$ cat src/rtl/tsv_pkg.sv
`timescale 1ns/1ps
package tsv_pkg;
  // Width of an index able to name n distinct items (at least one bit).
  function automatic int unsigned idx_bits(input int unsigned n);
    return (n <= 1) ? 1 : $clog2(n);
  endfunction
  // Width of a count that can hold the value n itself.
  function automatic int unsigned cnt_bits(input int unsigned n);
    return $clog2(n + 1);
  endfunction
endpackage

$ cat src/rtl/tsv_time_base.sv
`timescale 1ns/1ps
module tsv_time_base #(
  parameter int STAMP_W      = 8,
  parameter int ACC_PER_TICK = 5
) (
  input  logic               clk,
  input  logic               rst_n,
  input  logic               acc_strobe,
  output logic [STAMP_W-1:0] cur_time
);
  localparam int CW = tsv_pkg::idx_bits(ACC_PER_TICK);

  logic [CW-1:0] acc_cnt;
  logic          last_acc;

  assign last_acc = (acc_cnt == CW'(ACC_PER_TICK - 1));

  always_ff @(posedge clk) begin
    if (!rst_n) begin
      acc_cnt  <= '0;
      cur_time <= '0;
    end else if (acc_strobe) begin
      if (last_acc) begin
        acc_cnt  <= '0;
        cur_time <= cur_time + STAMP_W'(1);
      end else begin
        acc_cnt <= acc_cnt + CW'(1);
      end
    end
  end

  // time moves only after an access, and only by one step
  a_r3_tick_step: assert property (@(posedge clk) disable iff (!rst_n)
    (cur_time != $past(cur_time)) |->
      ($past(acc_strobe) && (cur_time == STAMP_W'($past(cur_time) + STAMP_W'(1)))));

  // access counter never reaches the period
  a_r3_cnt_range: assert property (@(posedge clk) disable iff (!rst_n)
    32'(acc_cnt) < ACC_PER_TICK);
endmodule

$ cat src/rtl/tsv_age_keys.sv
`timescale 1ns/1ps
module tsv_age_keys #(
  parameter int STAMP_W  = 8,
  parameter int MAX_CAND = 52,
  parameter int CNT_W    = 6,
  parameter int KEY_W    = STAMP_W + 2
) (
  input  logic [STAMP_W-1:0]          cur_time,
  input  logic [CNT_W-1:0]            cand_count,
  input  logic [MAX_CAND-1:0]         cand_valid,
  input  logic [MAX_CAND*STAMP_W-1:0] cand_stamp,
  output logic [MAX_CAND*KEY_W-1:0]   keys
);
  // Rank key per candidate: {in range, empty slot, age}.
  // Out of range gives zero; empty slot gives the top value.
  for (genvar j = 0; j < MAX_CAND; j++) begin : g_cand
    logic               in_range;
    logic [STAMP_W-1:0] age;
    assign in_range = (32'(cand_count) > j);
    assign age      = cur_time - cand_stamp[j*STAMP_W +: STAMP_W];
    always_comb begin
      if (!in_range)
        keys[j*KEY_W +: KEY_W] = '0;
      else if (!cand_valid[j])
        keys[j*KEY_W +: KEY_W] = {2'b11, {STAMP_W{1'b1}}};
      else
        keys[j*KEY_W +: KEY_W] = {2'b10, age};
    end
  end
endmodule

$ cat src/rtl/tsv_oldest_tree.sv
`timescale 1ns/1ps
module tsv_oldest_tree #(
  parameter int N     = 52,
  parameter int KEY_W = 10,
  parameter int IW    = 6
) (
  input  logic [N*KEY_W-1:0] keys,
  output logic [KEY_W-1:0]   win_key,
  output logic [IW-1:0]      win_idx
);
  localparam int LV     = (N <= 1) ? 0 : $clog2(N);
  localparam int LEAVES = 1 << LV;
  localparam int NODES  = 2 * LEAVES - 1;

  // Heap layout: node i has children 2i+1 (lower positions) and 2i+2.
  logic [KEY_W-1:0] nk [NODES];
  logic [IW-1:0]    ni [NODES];

  for (genvar j = 0; j < LEAVES; j++) begin : g_leaf
    if (j < N) begin : g_real
      assign nk[LEAVES-1+j] = keys[j*KEY_W +: KEY_W];
    end else begin : g_pad
      assign nk[LEAVES-1+j] = '0;
    end
    assign ni[LEAVES-1+j] = IW'(j);
  end

  for (genvar i = 0; i < LEAVES - 1; i++) begin : g_node
    logic take_hi;
    // Upper half wins only when strictly older: ties keep the lower position.
    assign take_hi = nk[2*i+2] > nk[2*i+1];
    assign nk[i]   = take_hi ? nk[2*i+2] : nk[2*i+1];
    assign ni[i]   = take_hi ? ni[2*i+2] : ni[2*i+1];
  end

  assign win_key = nk[0];
  assign win_idx = ni[0];
endmodule

$ cat src/rtl/tsv_victim_select.sv
`timescale 1ns/1ps
module tsv_victim_select #(
  parameter int STAMP_W      = 8,
  parameter int ACC_PER_TICK = 5,
  parameter int MAX_CAND     = 52
) (
  input  logic                                     clk,
  input  logic                                     rst_n,
  input  logic                                     acc_strobe,
  output logic [STAMP_W-1:0]                       stamp_value,
  input  logic                                     req_valid,
  output logic                                     req_ready,
  input  logic [tsv_pkg::cnt_bits(MAX_CAND)-1:0]   cand_count,
  input  logic [MAX_CAND-1:0]                      cand_valid,
  input  logic [MAX_CAND*STAMP_W-1:0]              cand_stamp,
  output logic                                     vic_valid,
  input  logic                                     vic_ready,
  output logic [tsv_pkg::idx_bits(MAX_CAND)-1:0]   vic_idx,
  output logic [STAMP_W-1:0]                       vic_age,
  output logic                                     vic_invalid
);
  localparam int IW    = tsv_pkg::idx_bits(MAX_CAND);
  localparam int CNT_W = tsv_pkg::cnt_bits(MAX_CAND);
  localparam int KEY_W = STAMP_W + 2;

  logic [STAMP_W-1:0]        cur_time;
  logic [MAX_CAND*KEY_W-1:0] keys;
  logic [KEY_W-1:0]          win_key;
  logic [IW-1:0]             win_idx;
  logic                      accept;

  tsv_time_base #(.STAMP_W(STAMP_W), .ACC_PER_TICK(ACC_PER_TICK)) u_time (
    .clk(clk), .rst_n(rst_n), .acc_strobe(acc_strobe), .cur_time(cur_time)
  );

  tsv_age_keys #(.STAMP_W(STAMP_W), .MAX_CAND(MAX_CAND), .CNT_W(CNT_W), .KEY_W(KEY_W)) u_keys (
    .cur_time(cur_time), .cand_count(cand_count), .cand_valid(cand_valid),
    .cand_stamp(cand_stamp), .keys(keys)
  );

  tsv_oldest_tree #(.N(MAX_CAND), .KEY_W(KEY_W), .IW(IW)) u_tree (
    .keys(keys), .win_key(win_key), .win_idx(win_idx)
  );

  assign stamp_value = cur_time;
  assign req_ready   = !vic_valid || vic_ready;
  assign accept      = req_valid && req_ready;

  always_ff @(posedge clk) begin
    if (!rst_n) begin
      vic_valid   <= 1'b0;
      vic_idx     <= '0;
      vic_age     <= '0;
      vic_invalid <= 1'b0;
    end else if (accept) begin
      vic_valid   <= 1'b1;
      vic_idx     <= win_idx;
      vic_age     <= win_key[STAMP_W-1:0];
      vic_invalid <= win_key[STAMP_W+1] & win_key[STAMP_W];
    end else if (vic_ready) begin
      vic_valid <= 1'b0;
    end
  end

  // a stalled result does not move
  a_r9_hold: assert property (@(posedge clk) disable iff (!rst_n)
    (vic_valid && !vic_ready) |=>
      (vic_valid && $stable(vic_idx) && $stable(vic_age) && $stable(vic_invalid)));

  // an accepted request yields a result next cycle
  a_r8_fill: assert property (@(posedge clk) disable iff (!rst_n)
    (req_valid && req_ready) |=> vic_valid);

  // returned index names a real position
  a_r7_idx_range: assert property (@(posedge clk) disable iff (!rst_n)
    vic_valid |-> (32'(vic_idx) < MAX_CAND));

  // winner outranks every candidate; equal ranks sit at higher positions
  for (genvar j = 0; j < MAX_CAND; j++) begin : g_chk
    a_r5_first_max: assert property (@(posedge clk) disable iff (!rst_n)
      accept |-> ((keys[j*KEY_W +: KEY_W] <= win_key) &&
                  ((keys[j*KEY_W +: KEY_W] != win_key) || (IW'(j) >= win_idx))));
  end
endmodule

$ cat config.mk
export PLATFORM = sky130hd
export DESIGN_NAME = tsv_victim_select
export DESIGN_NICKNAME = d
export VERILOG_FILES = /design/src/rtl/tsv_pkg.sv /design/src/rtl/tsv_time_base.sv /design/src/rtl/tsv_age_keys.sv /design/src/rtl/tsv_oldest_tree.sv /design/src/rtl/tsv_victim_select.sv
export SDC_FILE = /design/constraint.sdc
export NUM_CORES = 2
export LEC_CHECK = 0
export BUFFER_PORTS_ARGS = -buffer_cell sky130_fd_sc_hd__buf_4
export CAP_MARGIN = 20
export CORE_MARGIN = 4
export CORE_UTILIZATION = 50
export CTS_BUF_LIST = sky130_fd_sc_hd__clkbuf_4 sky130_fd_sc_hd__clkbuf_8
export DETAILED_ROUTE_END_ITERATION = 10
export PLACE_DENSITY = 0.71
export SETUP_SLACK_MARGIN = 0.1
export SLEW_MARGIN = 20
export SYNTH_ARGS = -nofsm -noshare
export SYNTH_HDL_FRONTEND = slang
export SYNTH_SLANG_ARGS = --single-unit
$ cat constraint.sdc
create_clock -name clk -period 57 [get_ports clk]
set_input_delay 0 -clock clk [delete_from_list [all_inputs] [get_ports clk]]
set_output_delay 0 -clock clk [all_outputs]
set_load 0.03 [all_outputs]
==> results.md <==
- Setup violators final: 0
- Startpoint Class: flip-flop
- Mapped Avg Cell Area: 6.99 sq um
- Root buf cell: clkbuf_8
- Critical Path RT: 57220 ps
- Number of port buffers: 503
- Achievable clock frequency: 56.3 MHz
- HP Class: in2reg
- Die X-Extent: 285 um
- Syn Inst Count: 5480
- Leakage: 24.3 nW
- Largest area contributor in the netlist: ha_1
- Post-Place Setup Slack: 39550 ps
- Slew @ Worst Pin: 1100 ps
- Pwr Density: 43.3 nW/um^2
- Die area: 81100 sq um
- Worst skew pair latency: 320 ps
- CP Class: reg2reg
- Worst R2R Start: u_time.cur_time[1]
- Crit-path slowest cell: dfxtp_4
- Post-Route Skew: 35.4 ps
- Crit path DAT: 17990 ps
- Routed Antenna Nets: 0
- First DRT Iteration DRCs: 2580
- Global-route wire length before repair: 202 mm
- Fillers: 7519
- Largest net degree at the start of global routing: 34
- Final setup TNS: 0 ps
- Largest family of logic cells by synthesized area: adder cells
- RSZ-0062 raised after global routing: false
- Asr flop ratio synth: 0
- Routed vias/inst: 5.81
- Design Area, Final: 43200 sq um
- Yosys top cell area share: 0.274
- Die H: 285 um
- Worst VDD drop: 0.000100 V
- Final net count: 7244
- Post-Synth XOR/XNOR Area: 0.0777
- Critical Path Source: u_time.cur_time[1]
- Clock Path Buffers: 2
- Synth unique cells: 102
- Total grt overflow: 0
- Standard-cell rows: 101
- Critical Path End Type: flip-flop
- Overall Global Routing Usage: 0.303
- Post-Synth Adder-Cell Area: 0.304
- PnR worst setup slack: 39230 ps
- Syn Nets: 6851
- DRC Markers: 0
- Post-synthesis simple-gate area fraction: 0.164
- Area delta synth->final: 12.7%
- Hold Crit Start: acc_strobe
- Routability Congestion: 0.944
- Post-place instance area: 43100 sq um
- Synthesized area: 38300 sq um
- Crit share post-route: 0.312
- Multiplexer share of the synthesized area: 0.0573
- # Max-Cap Violations: 0
- Post-synthesis compound-gate area fraction: 0.287
- Resized cells post-CTS: 0
- H-tree Lvls: 1
- Register area: 567 sq um
- Core ar.: 75900 sq um
- Post-DP HPWL: 109 mm
- Post-Route WL: 131 mm
- Num ports: 504
- Initial antenna violation count: 8
- Status: completed
- Vias in the first global route: 38200
- Crit-path max cell delay: 830 ps
- Most used DFF post-synth: dfxtp_1
- Final Max Slew Viols: 0
- Commonest cells post-synth: 840 x ha_1, 795 x inv_1, 685 x a21oi_1
- Synth warnings: 0
- Total CTS buffers: 3
- CTS tree: done
- WL/cell: 18.9 um
- # hold bufs at CTS: 1
- Post-synth EDFFs: 0
- CTS sink cnt: 27
- Post-synthesis sequential area ratio: 0.0141
- Top-count cell post-synth: ha_1
- Initial Util: 0.504
- Vias post-DR: 40100
- Minimum clock period: 17770 ps
- Clock-pin slew on the worst setup and hold paths: 150 ps
- Post-CTS Setup Bufs: 0
- Crit Path Max Fanout: 31
- Synth top area cells: ha_1 27%, a21oi_1 8.9%, inv_1 7.8%
- Most used cell, CP: a21o_1
- DRT Pass-1 Iters: 6
- Slew headroom: 0.266
- Share of cells above drive strength 1: 0.119
- Multi-input gate area: 34200 sq um
- Final hold violation count: 0
- Synth Register Bits: 27
## through the flow
| step | util | hold slack, ps | cells | total power [mW] |
|---|---|---|---|---|
| floorplan | - | 129 | 5480 | 1.35 |
| global placement | 0.567 | 291 | 6897 | 1.80 |
| detailed placement | 0.567 | 288 | 6897 | 1.81 |
| CTS | 0.568 | 7.56 | 6902 | 1.83 |
| global route | 0.568 | 38.4 | 6908 | 2.05 |
| finish | 0.568 | 25.4 | 6909 | 1.87 |
## cell type report
class	count	area share
multi-input combinational	4495	0.791
timing repair buffer	543	0.0945
inverter	803	0.0698
tap	1030	0.0299
sequential	27	0.0131
clock buffer	3	0.000956
antenna	7	0.000406
clock inverter	1	0.000145
## cells in the final DEF, fill, tap and decap left out, types with 17 or more instances in the layout
master and instances:
a31oi_1 40, nor4b_1 17, and3_1 36, nor3_1 43, o21ai_0 334, ha_1 840, nand2_1 394, a21oi_1 684
or2_2 23, nand3_1 101, o21a_1 50, nor2_1 298, a211oi_1 25, a21o_1 327, xor2_1 110, buf_4 542
mux2i_1 146, nand4_1 61, mux2_2 60, o211ai_1 25, nor2b_1 88, inv_1 794, fa_1 52, o21bai_1 60
nand2b_1 96, xnor2_1 230, and2_1 32, o31ai_1 22, dfxtp_1 20
## sequential cells by signal, indices dropped and copies added (netlist names)
name	count
u_time.cur_time	8
vic_age	8
vic_idx	6
u_time.acc_cnt	3
vic_invalid	1
vic_valid	1
## worst max-delay path: cells and delay by family, from the launching register on
kind	cells	cell delay [ps]
DFF	1	830
adders and majority gates	7	2030
AOI/OAI and AO/OA	41	9230
muxes	2	500
and+or+nand+nor	19	3840
xor gates and xnor gates	1	150
buffers and inverters	4	1050
## worst paths after layout
check                      endpoint  slack [ps]  depth (start not counted)
setup / recovery         vic_age[0]       39230                         74
hold / removal    u_time.acc_cnt[1]          30                          3
setup reg to reg         vic_age[0]       39230                         74
hold reg to reg          vic_idx[1]         490                          2
## logic make-up after synthesis
group	Yosys count
AOI/OAI and AO/OA	1762
DFF	27
and+or+nand+nor	1280
xor gates and xnor gates	340
adders and majority gates	903
buffers and inverters	958
muxes	210
## where the power goes
group / leakage, nW / switching [mW] / internal [mW] / total (mW)
combinational: 24.0 / 1.13 / 0.699 / 1.83
sequential: 0.227 / 0.00279 / 0.0254 / 0.0282
clock: 0.0261 / 0.00853 / 0.00506 / 0.0136
total: 24.3 / 1.14 / 0.730 / 1.87
## routing by layer
layer / track usage / share of wire / vias to the layer above
met5: 0 / 0 / -
met4: 0.108 / 0.041 / 0
met3: 0.0368 / 0.064 / 218
met2: 0.509 / 0.45 / 1167
met1: 0.401 / 0.44 / 18600
li1: - / - / 20100
(Power assumes the default switching activity.)
